==> src/rtl/bctl_pkg.sv <==
package bctl_pkg;

    localparam int MACH_W  = 2;
    localparam int CTL_N   = 2;
    localparam int CTL_DIR = 0;
    localparam int CTL_EN  = 1;

    typedef enum logic [MACH_W-1:0] {
        MACH_GP    = 2'd0,
        MACH_UP    = 2'd1,
        MACH_SDRAM = 2'd2,
        MACH_RSV   = 2'd3
    } mach_e;

    typedef struct packed {
        logic active;
        logic wr;
    } span_t;

    typedef struct packed {
        logic [CTL_N-1:0] ctl;
    } out_t;

endpackage

==> src/rtl/bctl_qualify.sv <==
module bctl_qualify
    import bctl_pkg::*;
(
    input  mach_e mach_i,
    input  logic  bank_dis_i,
    output logic  elig_o
);

    logic mach_ok;

    always_comb begin
        unique case (mach_i)
            MACH_GP, MACH_UP: mach_ok = 1'b1;
            default:          mach_ok = 1'b0;
        endcase
        elig_o = mach_ok & ~bank_dis_i;
    end

endmodule

==> src/rtl/bctl_span.sv <==
module bctl_span
    import bctl_pkg::*;
(
    input  logic clk,
    input  logic rst_n,
    input  logic start_i,
    input  logic elig_i,
    input  logic wr_i,
    input  logic pdval_i,
    input  logic last_i,
    input  logic pend_i,
    output logic active_d_o,
    output logic wr_d_o,
    output logic active_q_o,
    output logic wr_q_o
);

    span_t st_d, st_q;
    logic  final_beat;

    always_comb begin
        st_d       = st_q;
        final_beat = pdval_i & last_i;
        if (start_i) begin
            st_d.active = elig_i;
            st_d.wr     = elig_i & wr_i;
        end else if (st_q.active && final_beat && !pend_i) begin
            st_d.active = 1'b0;
            st_d.wr     = 1'b0;
        end
    end

    always_ff @(posedge clk) begin
        if (!rst_n) begin
            st_q <= '0;
        end else begin
            st_q <= st_d;
        end
    end

    assign active_d_o = st_d.active;
    assign wr_d_o     = st_d.wr;
    assign active_q_o = st_q.active;
    assign wr_q_o     = st_q.wr;


    release_on_last_chk: assert property (@(posedge clk) disable iff (!rst_n)
        (st_q.active && !start_i && pdval_i && last_i && !pend_i) |=> !st_q.active);


    hold_when_pending_chk: assert property (@(posedge clk) disable iff (!rst_n)
        (st_q.active && !start_i && pdval_i && last_i && pend_i) |=> st_q.active);


    mid_access_stable_chk: assert property (@(posedge clk) disable iff (!rst_n)
        (st_q.active && !start_i && !(pdval_i && last_i)) |=> (st_q.active && $stable(st_q.wr)));


    reject_start_chk: assert property (@(posedge clk) disable iff (!rst_n)
        (start_i && !elig_i) |=> !st_q.active);

endmodule

==> src/rtl/bctl_encode.sv <==
module bctl_encode
    import bctl_pkg::*;
(
    input  logic             active_i,
    input  logic             wr_i,
    input  logic             inv_i,
    output logic [CTL_N-1:0] ctl_o
);

    for (genvar g = 0; g < CTL_N; g++) begin : g_ctl
        if (g == CTL_DIR) begin : g_dir
            always_comb ctl_o[g] = (active_i & wr_i) ^ inv_i;
        end else begin : g_en
            always_comb ctl_o[g] = active_i ^ inv_i;
        end
    end

endmodule

==> src/rtl/bctl_gen.sv <==
module bctl_gen
    import bctl_pkg::*;
(
    input  logic              clk,
    input  logic              rst_n,
    input  logic              cfg_inv_i,
    input  logic              op_start_i,
    input  logic [MACH_W-1:0] op_mach_i,
    input  logic              op_write_i,
    input  logic              bank_dis_i,
    input  logic              pdval_i,
    input  logic              last_beat_i,
    input  logic              next_pend_i,
    output logic [CTL_N-1:0]  bctl_o
);

    logic             elig;
    logic             act_d, wr_d, act_q, wr_q;
    logic [CTL_N-1:0] ctl_next;
    out_t             out_d, out_q;

    bctl_qualify u_qualify (
        .mach_i     (mach_e'(op_mach_i)),
        .bank_dis_i (bank_dis_i),
        .elig_o     (elig)
    );

    bctl_span u_span (
        .clk        (clk),
        .rst_n      (rst_n),
        .start_i    (op_start_i),
        .elig_i     (elig),
        .wr_i       (op_write_i),
        .pdval_i    (pdval_i),
        .last_i     (last_beat_i),
        .pend_i     (next_pend_i),
        .active_d_o (act_d),
        .wr_d_o     (wr_d),
        .active_q_o (act_q),
        .wr_q_o     (wr_q)
    );

    bctl_encode u_encode (
        .active_i (act_d),
        .wr_i     (wr_d),
        .inv_i    (cfg_inv_i),
        .ctl_o    (ctl_next)
    );

    always_comb begin
        out_d     = out_q;
        out_d.ctl = ctl_next;
    end

    always_ff @(posedge clk) begin
        if (!rst_n) begin
            out_q.ctl <= {CTL_N{cfg_inv_i}};
        end else begin
            out_q <= out_d;
        end
    end

    assign bctl_o = out_q.ctl;


    idle_level_chk: assert property (@(posedge clk) disable iff (!rst_n)
        (!act_q && $stable(cfg_inv_i)) |-> (bctl_o == {CTL_N{cfg_inv_i}}));


    enable_tracks_span_chk: assert property (@(posedge clk) disable iff (!rst_n)
        $stable(cfg_inv_i) |-> ((bctl_o[CTL_EN] ^ cfg_inv_i) == act_q));


    dir_tracks_span_chk: assert property (@(posedge clk) disable iff (!rst_n)
        (act_q && $stable(cfg_inv_i)) |-> ((bctl_o[CTL_DIR] ^ cfg_inv_i) == wr_q));


    sdram_block_chk: assert property (@(posedge clk) disable iff (!rst_n)
        (op_start_i && op_mach_i == MACH_SDRAM) |=> !act_q);


    bank_dis_block_chk: assert property (@(posedge clk) disable iff (!rst_n)
        (op_start_i && bank_dis_i) |=> !act_q);

endmodule

==> config.mk <==
export PLATFORM = sky130hd
export DESIGN_NAME = bctl_gen
export DESIGN_NICKNAME = d
export VERILOG_FILES = /design/src/rtl/bctl_pkg.sv /design/src/rtl/bctl_qualify.sv /design/src/rtl/bctl_span.sv /design/src/rtl/bctl_encode.sv /design/src/rtl/bctl_gen.sv
export SDC_FILE = /design/constraint.sdc
export NUM_CORES = 1
export LEC_CHECK = 0
export ABC_AREA = 1
export ABC_CLOCK_PERIOD_IN_PS = 1300
export BUFFER_PORTS_ARGS = -buffer_cell sky130_fd_sc_hd__buf_2
export CORE_AREA = 2 2 39 41
export DETAILED_ROUTE_END_ITERATION = 8
export DIE_AREA = 0 0 41 43
export PLACE_DENSITY = 0.48
export SETUP_SLACK_MARGIN = 0.4
export SYNTH_ARGS = -nofsm -noshare
export SYNTH_HDL_FRONTEND = slang
export SYNTH_HIERARCHICAL = 1
export SYNTH_SLANG_ARGS = --single-unit
==> constraint.sdc <==
create_clock -name clk -period 1.3 [get_ports clk]
set_clock_uncertainty 0.1 [all_clocks]
set_input_delay 0.195 -clock clk [delete_from_list [all_inputs] [get_ports clk]]
set_output_delay 0.195 -clock clk [all_outputs]
set_load 0.01 [all_outputs]
* Yosys cells after proc, flatten, opt, wreduce, memory -nomap -nowiden
Cells that the tools add are included.
** Word-level totals
- Register bits after elaboration :: 4
- Input bits :: 11
- Output and inout port bits :: 2
- Word-level logic and storage cells :: 20
** Cells by class
- Equality and inequality tests :: 1
- Muxes and demuxes :: 4
- Bitwise gates (word level) :: 7
- Reductions and logical operators :: 5
** Operator list (count)
- two-way mux 2 bit :: 3
- AND 1 bit :: 4
- == test 2 x 1 -> 1 bit, second input constant :: 1
- logical AND 1 bit :: 2
- zero test 2 bit :: 1
- OR reduction 2 bit :: 1
- bitwise XOR 1 bit :: 2
- zero test 1 bit :: 1
- two-way mux 1 bit :: 1
- inverter 1 bit :: 1

* Depth between registers and ports, before layout
- Depth after elaboration :: 9
- Depth in mapped cells :: 10
- Mapped depth without buffers :: 10

* Cells and area by module
Netlist, hierarchy kept.
** By module, submodules not included
- bctl_span :: times used 1, cells an instance 19, area an instance 107.6 µm², seq. area each 40.0 µm²
- bctl_gen :: times used 1, cells an instance 8, area an instance 65.1 µm², seq. area each 40.0 µm²
- bctl_encode :: times used 1, cells an instance 9, area an instance 35.0 µm², seq. area each 0.0 µm²
- bctl_qualify :: times used 1, cells an instance 1, area an instance 3.8 µm², seq. area each 0.0 µm²

* Least setup slack after synthesis
Ideal clock, no wire load.
- Path kind :: register -> register
- Start point :: reg u_span.st_q (netlist bit u_span/active_q_o)
- End point :: reg out_q (netlist bit bctl_o[0])
- Library setup time :: 0.112 ns
- Arrival :: 0.822 ns
- Setup slack :: 0.266 ns
- Cell stages (with the launch flop) :: 10
- Cell sequence :: dfxtp_1 inv_2 nor2_1 nand2_1 nand2_1 nand2_1 nand3_1 nand2_1 nand2_1 nand2_1
** Between the ends
- Longest elaborated chain between the ends :: 7
** RTL lines
- start, declared :: RTL line bctl_span.sv:18 : span_t st_d, st_q;
- start signal, assigned :: RTL line bctl_span.sv:37 : st_q <= st_d;
- logical AND 1 bit (2 in a row) :: RTL line bctl_span.sv:27 : end else if (st_q.active && final_beat && !pend_i) begin
- two-way mux 2 bit (*) :: RTL line bctl_span.sv:27
- two-way mux 2 bit (*) :: RTL line bctl_span.sv:24 : if (start_i) begin
- net act_d :: RTL line bctl_gen.sv:18 : logic act_d, wr_d, act_q, wr_q;
- AND 1 bit (*) :: RTL line bctl_encode.sv:12 : always_comb ctl_o[g] = (active_i & wr_i) ^ inv_i;
- bitwise XOR 1 bit (*) :: RTL line bctl_encode.sv:12
- net ctl_next[0] :: RTL line bctl_gen.sv:19 : logic [CTL_N-1:0] ctl_next;
- two-way mux 2 bit (*) :: RTL line bctl_gen.sv:56 : if (!rst_n) begin
- end signal, assigned :: RTL line bctl_gen.sv:59 : out_q <= out_d;
- end, declared :: RTL line bctl_gen.sv:20 : out_t out_d, out_q;
The timed path passes the listed nets; every way through them passes the cells marked *.
A chain may end at the register's enable or synchronous reset.

* Final worst setup path
- Start point :: reg u_span.st_q (netlist bit u_span/active_q_o)
- End point :: reg out_q (netlist bit bctl_o[0])
** Between the ends
- Longest elaborated chain between the ends :: 7
** RTL lines (RTL line)
- logical AND 1 bit (2 in a row) :: bctl_span.sv:27
- two-way mux 2 bit :: bctl_span.sv:27
- two-way mux 2 bit :: bctl_span.sv:24
- net wr_d :: bctl_gen.sv:18
- AND 1 bit :: bctl_encode.sv:12
- bitwise XOR 1 bit :: bctl_encode.sv:12
- net ctl_next[0] :: bctl_gen.sv:19
- two-way mux 2 bit :: bctl_gen.sv:56
The timed path passes the listed nets, and every way through them passes these cells.

==> impl_metrics.env <==
export IMPL_run_status="complete, no violations"
export IMPL_synthCells=37
export IMPL_area_delta_synth_final_pct=52.7
export IMPL_drv_slew=0
export IMPL_synth_largest_area_cell="dfxtp_1"
export IMPL_grtUsageTotal=0.0714
export IMPL_antenna_cells=0
export IMPL_synth_top_cell_area_share=0.379
export IMPL_slew_headroom=0.916
export IMPL_htree_num_levels=1
export IMPL_endpoint_kind="flop"
export IMPL_clock_path_buffers=2
export IMPL_startpoint_type="flop"
export IMPL_holdPathStages=3
export IMPL_fillers=164
export IMPL_clockRootBuffer="clkbuf_4"
export IMPL_worstHoldStart="rst_n"
export IMPL_yosys_warnings=6
export IMPL_final_cell_count_no_fill=68
export IMPL_cts_buffers=3
export IMPL_path_common_cell="nand2_1"
export IMPL_drt_wl_total_um=400
export IMPL_wl_per_cell_um=5.88
export IMPL_cts_sinks=4
export IMPL_synth_edf_count=0
export IMPL_grtUsageMet3=0.0314
export IMPL_total_power_w=0.000328
export IMPL_leakage_nw=0.186
export IMPL_initial_utilization=0.153
export IMPL_grt_start_max_net_pins=5
export IMPL_vias_per_cell=3.72
export IMPL_crit_buf_inv=1
export IMPL_tightest_slew_ns=0.125
export IMPL_drive_gt1_frac=0.385
export IMPL_drt_iter0_markers=2
export IMPL_max_cap_viol_count=0
export IMPL_p_per_area_nw_per_um2=1020
export IMPL_fin_tns_setup_ns=0
export IMPL_placed_cells_incl_taps=64
export IMPL_grt_pass1_wl_um=800
export IMPL_synth_area_leaders="dfxtp_1 (38%), nand2_1 (30%), inv_1 (11%)"
export IMPL_path_delay_family="simple AND/OR/NAND/NOR gates"
export IMPL_seq_area_frac_synth=0.379
export IMPL_syn_area_per_cell_um2=5.71
export IMPL_cts_hold_buffers=0
export IMPL_yosysUniqueCellTypes=8
export IMPL_grt_pass1_vias=266
export IMPL_insertion_delay_ns=0.23
export IMPL_path_clk_slew_ns=0.03
export IMPL_hold_viol=0
export IMPL_path_depth=9
export IMPL_ant_nets=0
export IMPL_period_needed_ns=1.09
export IMPL_die_x_um=41
export IMPL_ys_seq_elements=4
export IMPL_timing_fmax_mhz=921
export IMPL_nNetsFinal=65
export IMPL_slowest_delay_ns=0.31
export IMPL_post_route_drc_count=0
export IMPL_met1_usage=0.0516
export IMPL_finalSetupViolations=0
export IMPL_rows=14
export IMPL_rr_worst_depth=9
export IMPL_crit_chain="inv_2, nor2_1, nand2_1, nand2_1, nand2_1, nand3_1, nand2_1, nand2_1, nand2_1"
export IMPL_holdWs_ns=0.110
export IMPL_dieArea_um2=1760
export IMPL_crit_fanout=2
export IMPL_finish_utilization=0.233
export IMPL_min_path_type="primary input to flop"
export IMPL_yosysMostFrequentCell="nand2_1"
export IMPL_dp_hpwl_um=357
export IMPL_core_region_area_um2=1380
export IMPL_cts_tree="yes"
export IMPL_vias=253
export IMPL_finalWeightedCongestion=0.694
export IMPL_port_buffers=11
export IMPL_crit_arrival_ns=1.10
export IMPL_first_pass_iters=2
export IMPL_use_met2=0.116
export IMPL_mappedNetlistArea_um2=211
export IMPL_crit_slowest_cell="dfxtp_2"
export IMPL_synth_flop_cell="dfxtp_1"
export IMPL_crit_path_start="u_span/active_q_o"
export IMPL_worstPathRequired_ns=1.32
export IMPL_num_io_pins=13
export IMPL_peakVddDrop_uv=218
export IMPL_synth_fp_nets=48
export IMPL_synth_common_cells="nand2_1 (17), inv_1 (6), dfxtp_1 (4), nor2_1 (4)"
export IMPL_antenna_found_initial=0
export IMPL_ys_async_sr_fraction=0
export IMPL_die_h_um=43
export IMPL_grt_busiest_layer="met2"
export IMPL_path_class="flop to flop"
export IMPL_rsz0062_at_grt="yes"
export IMPL_r2r_start="u_span/active_q_o"
export IMPL_timing_final_crit_share=0.835
export IMPL_grt_ovfl_total=0
area by class of cell:
type,count,area [um^2],area share
multi-input combinational,26,110,0.341
sequential,4,81.3,0.252
tap,16,20.0,0.0620
timing repair buffer,12,62.6,0.194
inverter,7,26.3,0.0814
clock buffer,3,22.5,0.0698
what timing repair did:
| action | CTS | global route |
|---|---|---|
| setup endpoints to repair | 4 | 6 |
| pin swaps | 0 | 1 |
| setup buffers | 1 | 0 |
| gates resized for setup | 1 | 0 |
| cloned | 0 | 0 |
worst register-to-register path: cells and delay by family (launching register included):
kind | cells | cell delay (ns)
flip-flops | 1 | 0.31
AND/OR/NAND/NOR | 8 | 0.54
buffers and inverters | 1 | 0.03
state kept, by name, summed over array words and instances, names as in the netlist:
signal / flops
u_span/wr_q_o: 1
bctl_o: 2
u_span/active_q_o: 1
power breakdown:
group	leakage [nW]	switching, W	internal (W)
Sequential	0.0336	0.00000151	0.000131
Clock	0.0138	0.0000427	0.000103
Combinational	0.139	0.0000263	0.0000235
routing by layer:
metal / vias up / part of all wire
met5: - / 0
li1: 138 / -
met3: 0 / 0.025
met1: 112 / 0.37
met4: 0 / 0
met2: 3 / 0.61
logic make-up after synthesis:
family	count (synthesis)	share of synthesized area
compound gates	2	0.0473
buf+inv	7	0.124
flops	4	0.379
simple gates	24	0.450
metrics by stage:
| stage | instance area [um^2] | setup WS [ns] |
|---|---|---|
| after CTS | 323 | 0.216 |
| final | 323 | 0.214 |
| after global routing | 323 | 0.134 |
| after floorplan | 215 | 0.285 |
| after detailed placement | 290 | 0.213 |
| after global placement | 290 | 0.214 |
cells in the final DEF (no fill, tap or decap):
cell type	count
a21oi_1	2
nand2_2	3
clkbuf_4	3
nand3_1	2
inv_1	6
buf_2	11
nor2_1	4
dfxtp_1	3
buf_4	1
dfxtp_2	1
inv_2	1
nand2_1	15
path summary, 6_finish.rpt:
check / end / slack [ns]
max: bctl_o[0] / 0.21
min: bctl_o[1] / 0.11
max reg2reg: bctl_o[0] / 0.21
min reg2reg: u_span/wr_q_o / 0.47
Note: power is estimated with default switching activity, not from simulation.
